### src/rtl/branch_hazard_ctl.sv
module branch_hazard_ctl #(
  parameter int XLEN = 32,
  parameter int REGW = 5
) (
  input  logic            clk,
  input  logic            rst_n,
  input  logic            id_branch,
  input  logic [REGW-1:0] id_rs,
  input  logic [REGW-1:0] id_rt,
  input  logic [XLEN-1:0] id_rs_val,
  input  logic [XLEN-1:0] id_rt_val,
  input  logic [XLEN-1:0] id_pc_plus4,
  input  logic [15:0]     id_offset,
  input  logic [REGW-1:0] ex_dst,
  input  logic            ex_wen,
  input  logic [REGW-1:0] mem_dst,
  input  logic            mem_wen,
  input  logic            mem_load,
  input  logic [XLEN-1:0] mem_alu_val,
  input  logic [REGW-1:0] wb_dst,
  input  logic            wb_wen,
  input  logic [XLEN-1:0] wb_val,
  output logic [1:0]      fwd_a,
  output logic [1:0]      fwd_b,
  output logic            stall,
  output logic            flush,
  output logic            pc_sel,
  output logic [XLEN-1:0] br_target
);
  localparam logic [1:0] SRC_RF  = 2'd0;
  localparam logic [1:0] SRC_MEM = 2'd1;
  localparam logic [1:0] SRC_WB  = 2'd2;
  localparam int         SEXT    = XLEN - 18;

  function automatic logic writes(input logic wen, input logic [REGW-1:0] dst,
                                  input logic [REGW-1:0] src);
    return wen && (dst != '0) && (dst == src);
  endfunction

  logic ex_a, ex_b, mem_a, mem_b, wb_a, wb_b;
  assign ex_a  = writes(ex_wen,  ex_dst,  id_rs);
  assign ex_b  = writes(ex_wen,  ex_dst,  id_rt);
  assign mem_a = writes(mem_wen, mem_dst, id_rs);
  assign mem_b = writes(mem_wen, mem_dst, id_rt);
  assign wb_a  = writes(wb_wen,  wb_dst,  id_rs);
  assign wb_b  = writes(wb_wen,  wb_dst,  id_rt);

  assign fwd_a = mem_a ? SRC_MEM : (wb_a ? SRC_WB : SRC_RF);
  assign fwd_b = mem_b ? SRC_MEM : (wb_b ? SRC_WB : SRC_RF);

  assign stall = id_branch && (ex_a || ex_b || (mem_load && (mem_a || mem_b)));

  logic [XLEN-1:0] opa, opb;
  always_comb begin
    unique case (fwd_a)
      SRC_MEM: opa = mem_alu_val;
      SRC_WB:  opa = wb_val;
      default: opa = id_rs_val;
    endcase
    unique case (fwd_b)
      SRC_MEM: opb = mem_alu_val;
      SRC_WB:  opb = wb_val;
      default: opb = id_rt_val;
    endcase
  end

  logic taken;
  assign taken     = id_branch && !stall && (opa == opb);
  assign pc_sel    = taken;
  assign flush     = taken;
  assign br_target = id_pc_plus4 + {{SEXT{id_offset[15]}}, id_offset, 2'b00};

  a_r2_no_redirect_on_stall: assert property (@(posedge clk) disable iff (!rst_n)
    stall |-> !pc_sel && !flush);

  a_r9_quiet_without_branch: assert property (@(posedge clk) disable iff (!rst_n)
    !id_branch |-> !stall && !pc_sel && !flush);

  a_r3_ex_producer_stalls: assert property (@(posedge clk) disable iff (!rst_n)
    (id_branch && ex_wen && ex_dst != '0 && (ex_dst == id_rs || ex_dst == id_rt)) |-> stall);

  a_r4_mem_load_stalls: assert property (@(posedge clk) disable iff (!rst_n)
    (id_branch && mem_load && (fwd_a == SRC_MEM || fwd_b == SRC_MEM)) |-> stall);

  a_r8_youngest_wins: assert property (@(posedge clk) disable iff (!rst_n)
    (mem_wen && mem_dst != '0 && mem_dst == id_rs) |-> fwd_a == SRC_MEM);

  a_r5_select_legal: assert property (@(posedge clk) disable iff (!rst_n)
    fwd_a != 2'd3 && fwd_b != 2'd3);

  a_r7_zero_reg_free: assert property (@(posedge clk) disable iff (!rst_n)
    (id_rs == '0) |-> fwd_a == SRC_RF);
endmodule

### config.mk
export PLATFORM = sky130hd
export DESIGN_NAME = branch_hazard_ctl
export DESIGN_NICKNAME = d
export VERILOG_FILES = /design/src/rtl/branch_hazard_ctl.sv
export SDC_FILE = /design/constraint.sdc
export NUM_CORES = 1
export LEC_CHECK = 0
export BUFFER_PORTS_ARGS = -buffer_cell sky130_fd_sc_hd__buf_4
export CAP_MARGIN = 20
export CORE_MARGIN = 4
export CORE_UTILIZATION = 44
export DETAILED_ROUTE_END_ITERATION = 8
export PLACE_DENSITY = 0.84
export SLEW_MARGIN = 10
export SYNTH_ARGS = -nofsm -noshare
export SYNTH_HDL_FRONTEND = slang
export SYNTH_SLANG_ARGS = --single-unit
### constraint.sdc
create_clock -name vclk -period 4.6
set_input_delay 0.92 -clock vclk [all_inputs]
set_output_delay 0.92 -clock vclk [all_outputs]
set_load 0.01 [all_outputs]
Yosys cells after proc, flatten, opt, wreduce, memory -nomap -nowiden
Cells that the tools add are included.
Storage, ports and cells
  bits in registers: 0
  output and inout bits: 39
  logic and storage cells: 38
Cells by class
  $add $sub $neg: 1
  equal/unequal tests: 11
  multiplexer cells: 6
  reduce and logical (&&, ||, !) cells: 20
Operator list (number)
  32-bit case mux with 2 select lines: 2
  32-bit adder: 1
  32-bit == test: 1
  5-bit == test: 6
  5-bit nonzero test: 3
  1-bit logical AND: 13
  2-bit 2-to-1 mux: 4
  2-bit by 1-bit == test with 1-bit output, second input constant: 2
  2-bit == test, second input constant: 2
  1-bit logical OR: 3
  1-bit logical NOT: 1

Depth between registers and ports, before layout
Gate-level depths: netlist of the first run.
  depth in word-level cells: 10
  depth in mapped cells: 13
  depth with buffers taken out: 12

Worst setup path before layout of the first run
No wires, ideal clock.
  kind: input port to output port
  from: input mem_dst[1]
  to: output pc_sel
  arrival: 3251 ps
  data required time: 3680 ps
  path slack: 429 ps
  stages: 13
  buffers on the path: 3
  cells stage by stage: or4_4 o211ai_2 or2_1 buf_4 inv_2 buf_4 nand2_1 o21ai_1 xor2_1 nor4_1 nand4_1 nor4_2 buf_4
On the way
  word-level cells in the longest chain between the ends: 10
  elaborated cells between the ends (all ways): 22
RTL lines
  start, declared: line 16  | input logic [REGW-1:0] mem_dst,
  branches (longest 9 deep; another with 32-bit case mux with 2 select lines)
  1-bit logical AND *: line 68  | assign taken = id_branch && !stall && (opa == opb);
  end, declared: line 27  | output logic pc_sel,
Every way passes the cells marked *.

Final worst setup path of the first run
  from: input wb_dst[1]
  to: output flush
On the way
  word-level cells in the longest chain between the ends: 9
  elaborated cells between the ends (all ways): 18
RTL lines
  start, declared: line 20  | input logic [REGW-1:0] wb_dst,
  5-bit nonzero test: line 37  | return wen && (dst != '0) && (dst == src);
  1-bit logical AND (2 in series): line 37
  2-bit 2-to-1 mux (on tied branches) (2 in series): line 48, 49
  2-bit == test (tied with other cells): line 55  | unique case (fwd_a)
  32-bit case mux with 2 select lines (on tied branches): line 55, 60
  32-bit == test *: line 68
  1-bit logical AND *: line 68
  end, declared: line 26  | output logic flush,
Every way passes the cells marked *; elsewhere a longest branch is shown, timed or not.

==> results of run 1 <==
worst max-delay path, stage by stage:
cell	delay [ps]
buf_4	130
or4_4	540
o211ai_2	220
buf_4	160
o21ai_0	90
a31oi_1	230
xnor2_1	140
o2111ai_1	180
nor4_2	300
nand4_1	130
nor4_2	310
buf_4	180
metal layers:
| layer | vias up | routed length, um | global-route usage |
|---|---|---|---|
| li1 | 2344 | - | - |
| met1 | 2154 | 5380 | 0.298 |
| met2 | 193 | 7170 | 0.506 |
| met3 | 38 | 899 | 0.0318 |
| met4 | 0 | 436 | 0.0662 |
| met5 | - | 0 | 0 |
synthesized netlist by cell type (3+ instances only):
cell / n
a21o_1: 8
ha_1: 29
or3_1: 4
a31oi_1: 3
clkbuf_1: 4
xor2_1: 39
buf_6: 5
nor3_1: 12
a21oi_1: 30
buf_2: 8
nand2_1: 75
o211ai_2: 4
mux2i_1: 59
o22ai_1: 5
a221oi_1: 4
nand3_1: 6
o21ai_0: 42
xnor2_1: 47
o21bai_1: 4
nand4_1: 8
o211ai_1: 4
nor4_1: 7
o21a_1: 5
buf_4: 9
o21ai_1: 23
nor2_1: 14
and3_1: 4
inv_1: 11
nand2b_1: 3
how the worst min path moves through the flow:
| stage | end | slack [ps] | cells past startpoint |
|---|---|---|---|
| final | br_target[1] | 1840 | 0 |
| after global routing | br_target[1] | 1840 | 0 |
| after CTS | br_target[0] | 1840 | 0 |
| after detailed placement | br_target[0] | 1840 | 0 |
| after global placement | br_target[0] | 1840 | 0 |
| after floorplan | br_target[0] | 1930 | 1 |
cells by family (layout without fill, tap and decap cells):
family,after synthesis,count (layout)
AO/OA/AOI/OAI,153,153
XOR/XNOR,86,86
adder cells (fa/ha/maj),30,30
buffers and inverters,39,269
multiplexers,62,62
AND/OR/NAND/NOR,146,146
timing repair:
item                                    CTS  global route
endpoints found under the setup margin    0             7
hold endpoints to repair                  0             0
gates resized for setup                   0             7
area by class of cell:
type                            count  area (sq um)  share of cell area
Tap cell                          102           128              0.0228
Inverter                           13          48.8             0.00871
Timing Repair Buffer              256          1980               0.354
Multi-Input combinational cell    477          3440               0.614
report_power, final:
group,total [uW],switching (uW),internal [uW]
Sequential,0,0,0
Clock,0,0,0
Combinational,649,302,348
Total,649,302,348
stage by stage:
| step | hold slack [ps] | util |
|---|---|---|
| after floorplan | 1930 | - |
| after global placement | 1840 | 0.707 |
| after detailed placement | 1840 | 0.707 |
| after CTS | 1840 | 0.707 |
| after global routing | 1840 | 0.711 |
| final | 1840 | 0.711 |
layout by cell type, fill, tap and decap left out, types with 3 or more instances in the layout:
cell	count
a221oi_1	4
nand4_1	8
a31oi_1	3
mux2i_1	59
a21o_1	8
nand2_1	75
xnor2_1	47
o211ai_2	4
o21ai_0	42
nand3_1	6
o22ai_1	5
a21oi_1	29
and3_1	4
xor2_1	39
ha_1	29
inv_1	11
o211ai_1	4
buf_12	5
nand2b_1	3
buf_4	251
nor2_1	14
nor3_1	12
nor4_2	3
o21ai_1	23
nor4_1	5
o21bai_1	4
o21a_1	5
or3_1	4
==> results_dict.tcl, run 1 <==
set metrics [dict create \
    worstPathArrival_ps 3530 \
    drtIter0Drc 214 \
    diodes 0 \
    report.final.hold_viol_count 0 \
    io_buffers 241 \
    synth_area_leaders "mux2i_1 16%, xnor2_1 11%, ha_1 10%" \
    layout_setup_ws_ps 146 \
    seq_cell_count 0 \
    synth_xor_area_frac 0.207 \
    yosysTopAreaCell "mux2i_1" \
    crit_path_start "wb_dst[1]" \
    setup_tns_ps 0 \
    grtUsageTotal 0.261 \
    path_max_fanout 3 \
    start_util 0.460 \
    min_from "id_pc_plus4[1]" \
    synth_cell_types 56 \
    post-place-ws_ps 125 \
    status "finished, final reports clean" \
    seq_area_sq_um 0 \
    synth_cells 516 \
    globalplace.congestion 0.953 \
    filler_cell_count 654 \
    grt_remaining_overflow 0 \
    grt_max_degree 43 \
    grt_pass1_wl_mm 22.0 \
    ys_warn_count 0 \
    via_count 4729 \
    required_ps 3680 \
    min_period_over_period 0.968 \
    drt_first_pass_iters 4 \
    setup_viol 0 \
    min_path_type "in -> out" \
    peakVddDrop_mv 0.113 \
    crit_path_end "flush" \
    dp.cells 848 \
    cp-end-kind "output port" \
    synth_top_family_by_area "compound AO/OA/AOI/OAI gates" \
    maxSlewViolCount 0 \
    drt-total-wl_mm 13.9 \
    pin_count 247 \
    critPathLaunchType "input pin" \
    die-area_sq_um 9770 \
    antenna_left 0 \
    synth.area.mux_share 0.173 \
    hold_buffers 0 \
    synth_compound_area_frac 0.262 \
    layout_min_cycle_time_ps 4450 \
    synth_top_cell_area_share 0.163 \
    clkbuf_count 0 \
    place_hpwl_mm 12.0 \
    rsz0062_at_grt "no" \
    syn_to_final_growth_pct 54.3 \
    antenna_found_initial 0 \
    max_freq_ghz 0.224 \
    setup.worst_path.class "in -> out" \
    cap_violations 0 \
    worst_slew_pin_slew_ps 581 \
    post_dp_cell_area_sq_um 5570 \
    syn-num-nets 754 \
    synth_adder_area_share 0.105 \
    cts_setup_buffers 0 \
    avgSynthCellArea_sq_um 7.04 \
    total_power_uw 649 \
    design_area_sq_um 5600 \
    leakage_uw 0.00243 \
    vias_per_cell 5.58 \
    power_density_nw_per_um2 116 \
    synth_seq_area_share 0 \
    die_w_um 98.8 \
    drive_gt1_frac 0.375 \
    nets 986 \
    relSlewSlack 0.609 \
    die_y_um 98.8 \
    synth_area_sq_um 3630 \
    post_layout_nonfiller_instances 848 \
    core_region_area_sq_um 7890 \
    post-route-drc-count 0 \
    first_global_vias 4763 \
    detail_route.wl_per_cell_um 16.4 \
    synth-simple-area-share 0.190 \
    rows 32 \
]
Note: power is estimated with default switching activity, not from simulation.
==> run 2, diff against run 1 <==
--- a/config.mk
+++ b/config.mk
@@ -5,12 +5,13 @@
 export SDC_FILE = /design/constraint.sdc
 export NUM_CORES = 1
 export LEC_CHECK = 0
+export ABC_CLOCK_PERIOD_IN_PS = 5300
 export BUFFER_PORTS_ARGS = -buffer_cell sky130_fd_sc_hd__buf_4
 export CAP_MARGIN = 20
 export CORE_MARGIN = 4
-export CORE_UTILIZATION = 44
+export CORE_UTILIZATION = 48
 export DETAILED_ROUTE_END_ITERATION = 8
-export PLACE_DENSITY = 0.84
+export PLACE_DENSITY = 0.91
 export SLEW_MARGIN = 10
 export SYNTH_ARGS = -nofsm -noshare
 export SYNTH_HDL_FRONTEND = slang
==> constraint.sdc (replaced) <==
create_clock -name vclk -period 5.3
set_input_delay 1.06 -clock vclk [all_inputs]
set_output_delay 1.06 -clock vclk [all_outputs]
set_load 0.01 [all_outputs]
==> results_dict.tcl, run 2 (same netlist as run 1, synthesis figures left out) <==
set metrics [dict create \
    worst_slew_pin_slew_ps 614 \
    antenna_found_initial 0 \
    place_hpwl_mm 11.5 \
    crit_top_cell "buf_4" \
    p_seq_frac 0 \
    antenna_left 0 \
    nets 978 \
    max_freq_ghz 0.196 \
    multi_input_area_sq_um 3410 \
    crit_chain "buf_4 > or4_4 > o211ai_2 > or2_2 > inv_2 > buf_4 > o22ai_1 > o2111ai_1 > nor4_1 > nand4_1 > nor4_2 > buf_4" \
    diodes 0 \
    pin_count 247 \
    core_region_area_sq_um 7290 \
    grtUsageTotal 0.272 \
    swShare 0.463 \
    leakage_uw 0.00238 \
    dp.cells 837 \
    syn_to_final_growth_pct 51.4 \
    required_ps 4240 \
    final_cell_mix "244 x buf_4, 75 x nand2_1, 59 x mux2i_1, 47 x xnor2_1, 42 x o21ai_0" \
    post-route-drc-count 0 \
    relSlewSlack 0.588 \
    cts_resized 0 \
    critPathLaunchType "input pin" \
    die-area_sq_um 9020 \
    grt_pass1_wl_mm 20.4 \
    cap_violations 0 \
    power_density_nw_per_um2 100 \
    grt_remaining_overflow 0 \
    hold_buffers 0 \
    worst_path_max_delay_cell "or4_4" \
    die_y_um 95.0 \
    min_period_over_period 0.964 \
    grt_max_degree 57 \
    report.final.hold_viol_count 0 \
    vias_per_cell 5.69 \
    io_buffers 241 \
    worstPathArrival_ps 4050 \
    crit_path_end "pc_sel" \
    drtIter0Drc 113 \
    maxSlewViolCount 0 \
    via_count 4760 \
    power_frac_comb 1.000 \
    crit_path_start "mem_dst[1]" \
    filler_cell_count 535 \
    status "finished, final reports clean" \
    post_layout_nonfiller_instances 837 \
    cp-end-kind "output port" \
    intPower_uw 296 \
    clock_power_share 0 \
    rsz0062_at_grt "no" \
    drt_first_pass_iters 4 \
    setup.worst_path.class "in -> out" \
    min_path_type "in -> out" \
    peakVddDrop_mv 0.109 \
    drt-total-wl_mm 13.4 \
    die_w_um 95.0 \
    path_max_fanout 12 \
    seq_area_sq_um 0 \
    slowest_delay_ps 540 \
    first_global_vias 4740 \
    p_sw_uw 255 \
    drive_gt1_frac 0.362 \
    rows 31 \
    layout_min_cycle_time_ps 5110 \
    globalplace.congestion 0.930 \
    setup_tns_ps 0 \
    mostFrequentLayoutCell "buf_4" \
    setup_viol 0 \
    detail_route.wl_per_cell_um 16.0 \
    seq_cell_count 0 \
    start_util 0.498 \
    clkbuf_count 0 \
    cts_setup_buffers 0 \
    total_power_uw 551 \
]
## run 2: power by group through the flow
stage	combinational, uW	sequential (uW)	clock, uW
6_report	551	0	0
5_1_grt	599	0	0
4_1_cts	550	0	0
3_5_place_dp	547	0	0
3_3_place_gp	532	0	0
2_1_floorplan	284	0	0
## run 2: per-layer routing
metal	wire (um)	vias to the layer above	GRT usage
met4	599	0	0.119
met5	0	-	0
met3	1240	50	0.0661
li1	-	2333	-
met2	6790	211	0.520
met1	4760	2166	0.275
## run 2: worst min path at each step
stage,startpoint,endpoint,depth (start not counted)
floorplan,id_pc_plus4[0],br_target[0],1
global placement,id_pc_plus4[0],br_target[0],0
detailed placement,id_pc_plus4[0],br_target[0],0
CTS,id_pc_plus4[0],br_target[0],0
global route,id_pc_plus4[0],br_target[0],0
finish,id_pc_plus4[0],br_target[0],0
## run 2: cell type report
cell class	count	share of cell area
inverters	13	0.00888
well taps	99	0.0225
multi-input cells	477	0.621
repair buffers	248	0.348
## run 2: per-stage QoR
stage | hold WS (ps) | instance area, sq um | worst slack [ps] | util
final | 2120 | 5500 | 192 | 0.754
after global routing | 2120 | 5500 | 5.08 | 0.754
after CTS | 2120 | 5500 | 233 | 0.754
after detailed placement | 2120 | 5500 | 233 | 0.754
after global placement | 2120 | 5500 | 329 | 0.754
after floorplan | 2210 | 3630 | 849 | -
## run 2: worst max-delay path: cells and delay by family
family          cells  cell delay (ps)
simple gates        5             1810
buf+inv             4              660
compound gates      3              510
==> run 3, diff against run 2 <==
--- a/config.mk
+++ b/config.mk
@@ -11,6 +11,7 @@
 export CORE_MARGIN = 4
 export CORE_UTILIZATION = 48
 export DETAILED_ROUTE_END_ITERATION = 8
+export GPL_TIMING_DRIVEN = 0
 export PLACE_DENSITY = 0.91
 export SLEW_MARGIN = 10
 export SYNTH_ARGS = -nofsm -noshare
==> results_dict.tcl, run 3 (same netlist as run 1, synthesis figures left out) <==
set metrics [dict create \
    pin_count 247 \
    layout_setup_ws_ps 201 \
    syn_to_final_growth_pct 53.9 \
    drt_first_pass_iters 7 \
    grtUsageTotal 0.297 \
    cp-end-kind "output port" \
    setup_tns_ps 0 \
    drt-total-wl_mm 14.7 \
    report.final.hold_viol_count 0 \
    mostFrequentLayoutCell "buf_4" \
    globalplace.congestion 0.933 \
    path_max_fanout 10 \
    die_w_um 95.0 \
    nets 999 \
    critPathLaunchType "input pin" \
    post-route-drc-count 0 \
    post-place-ws_ps 227 \
    slowest_delay_ps 540 \
    detail_route.wl_per_cell_um 17.1 \
    antenna_left 0 \
    place_hpwl_mm 12.6 \
    die_y_um 95.0 \
    seq_area_sq_um 0 \
    grt_pass1_wl_mm 22.1 \
    path_delay_family "simple AND/OR/NAND/NOR gates" \
    setup_viol 0 \
    worst_slew_pin_slew_ps 601 \
    whs_path_depth 2 \
    crit_top_cell "buf_4" \
    worstPathArrival_ps 4040 \
    min_to "br_target[0]" \
    maxSlewViolCount 0 \
    leakage_uw 0.00248 \
    final_cell_mix "252 x buf_4, 75 x nand2_1, 59 x mux2i_1, 47 x xnor2_1, 42 x o21ai_0" \
    drtIter0Drc 305 \
    layout_min_cycle_time_ps 5100 \
    antenna_found_initial 0 \
    io_buffers 243 \
    status "finished, final reports clean" \
    crit_chain "buf_4 > or4_4 > o211ai_2 > or2_2 > inv_2 > clkbuf_1 > o22ai_1 > o2111ai_1 > nor4_1 > nand4_1 > nor4_4 > buf_4 > buf_4" \
    grt_remaining_overflow 0 \
    vias_per_cell 5.79 \
    diodes 0 \
    rows 31 \
    setup.worst_path.class "in -> out" \
    min_period_over_period 0.962 \
    critical_path_buf_inv_count 5 \
    clkbuf_count 0 \
    first_global_vias 4840 \
    core_region_area_sq_um 7290 \
    rsz0062_at_grt "no" \
    seq_cell_count 0 \
    grt_max_degree 16 \
    min_from "id_pc_plus4[0]" \
    relSlewSlack 0.596 \
    cap_violations 0 \
    worst_path_max_delay_cell "or4_4" \
    power_density_nw_per_um2 100 \
    hold_buffers 0 \
    min_path_type "in -> out" \
    peakVddDrop_mv 0.116 \
    max_freq_ghz 0.196 \
    required_ps 4240 \
    via_count 4964 \
    start_util 0.498 \
    die-area_sq_um 9020 \
    drive_gt1_frac 0.374 \
]
==> run 3: changes by cell type in the layout (fill, tap and decap cells not counted), sizes merged <==
| cell | before | now |
|---|---|---|
| buf | 248 | 265 |
| clkbuf | 0 | 4 |
==> run 3: routing by layer <==
metal	wire length, um	GRT usage	vias up
met2	7570	0.578	271
met3	1350	0.0502	40
li1	-	-	2377
met5	0	0	-
met1	5320	0.327	2276
met4	418	0.0769	0
==> run 3: cell type report <==
| class | instances | area [sq um] |
|---|---|---|
| buffer | 26 | 179 |
| fill | 544 | 1700 |
| inverter | 13 | 48.8 |
| multi-input combinational | 477 | 3410 |
| tap | 99 | 124 |
| timing repair buffer | 243 | 1820 |
==> run 3: worst max-delay path by stage <==
stage,from,endpoint,slack (ps),depth (start not counted)
6_report,mem_dst[1],pc_sel,200,13
5_1_grt,mem_dst[1],pc_sel,30,13
4_1_cts,mem_dst[1],pc_sel,220,13
3_5_place_dp,mem_dst[1],pc_sel,230,13
3_3_place_gp,mem_dst[1],pc_sel,310,13
2_1_floorplan,mem_dst[1],pc_sel,850,13
==> run 3: timing repair <==
action                     4_1_cts  5_1_grt
gates resized for setup          0        1
buffers inserted                 0        0
setup endpoints to repair        0        1
==> run 3: per-stage QoR <==
stage | hold slack [ps] | power (uW) | utilization | cell area, sq um | std cells
detailed placement | 2300 | 553 | 0.765 | 5580 | 858
global route | 2300 | 604 | 0.766 | 5590 | 858
global placement | 2300 | 536 | 0.765 | 5580 | 858
finish | 2300 | 561 | 0.766 | 5590 | 858
floorplan | 2210 | 284 | - | 3630 | 516
CTS | 2300 | 556 | 0.765 | 5580 | 858
==> run 3: report_power, final <==
| group | internal [uW] | switching, uW |
|---|---|---|
| registers | 0 | 0 |
| logic | 298 | 263 |
| clock network | 0 | 0 |
| total | 298 | 263 |
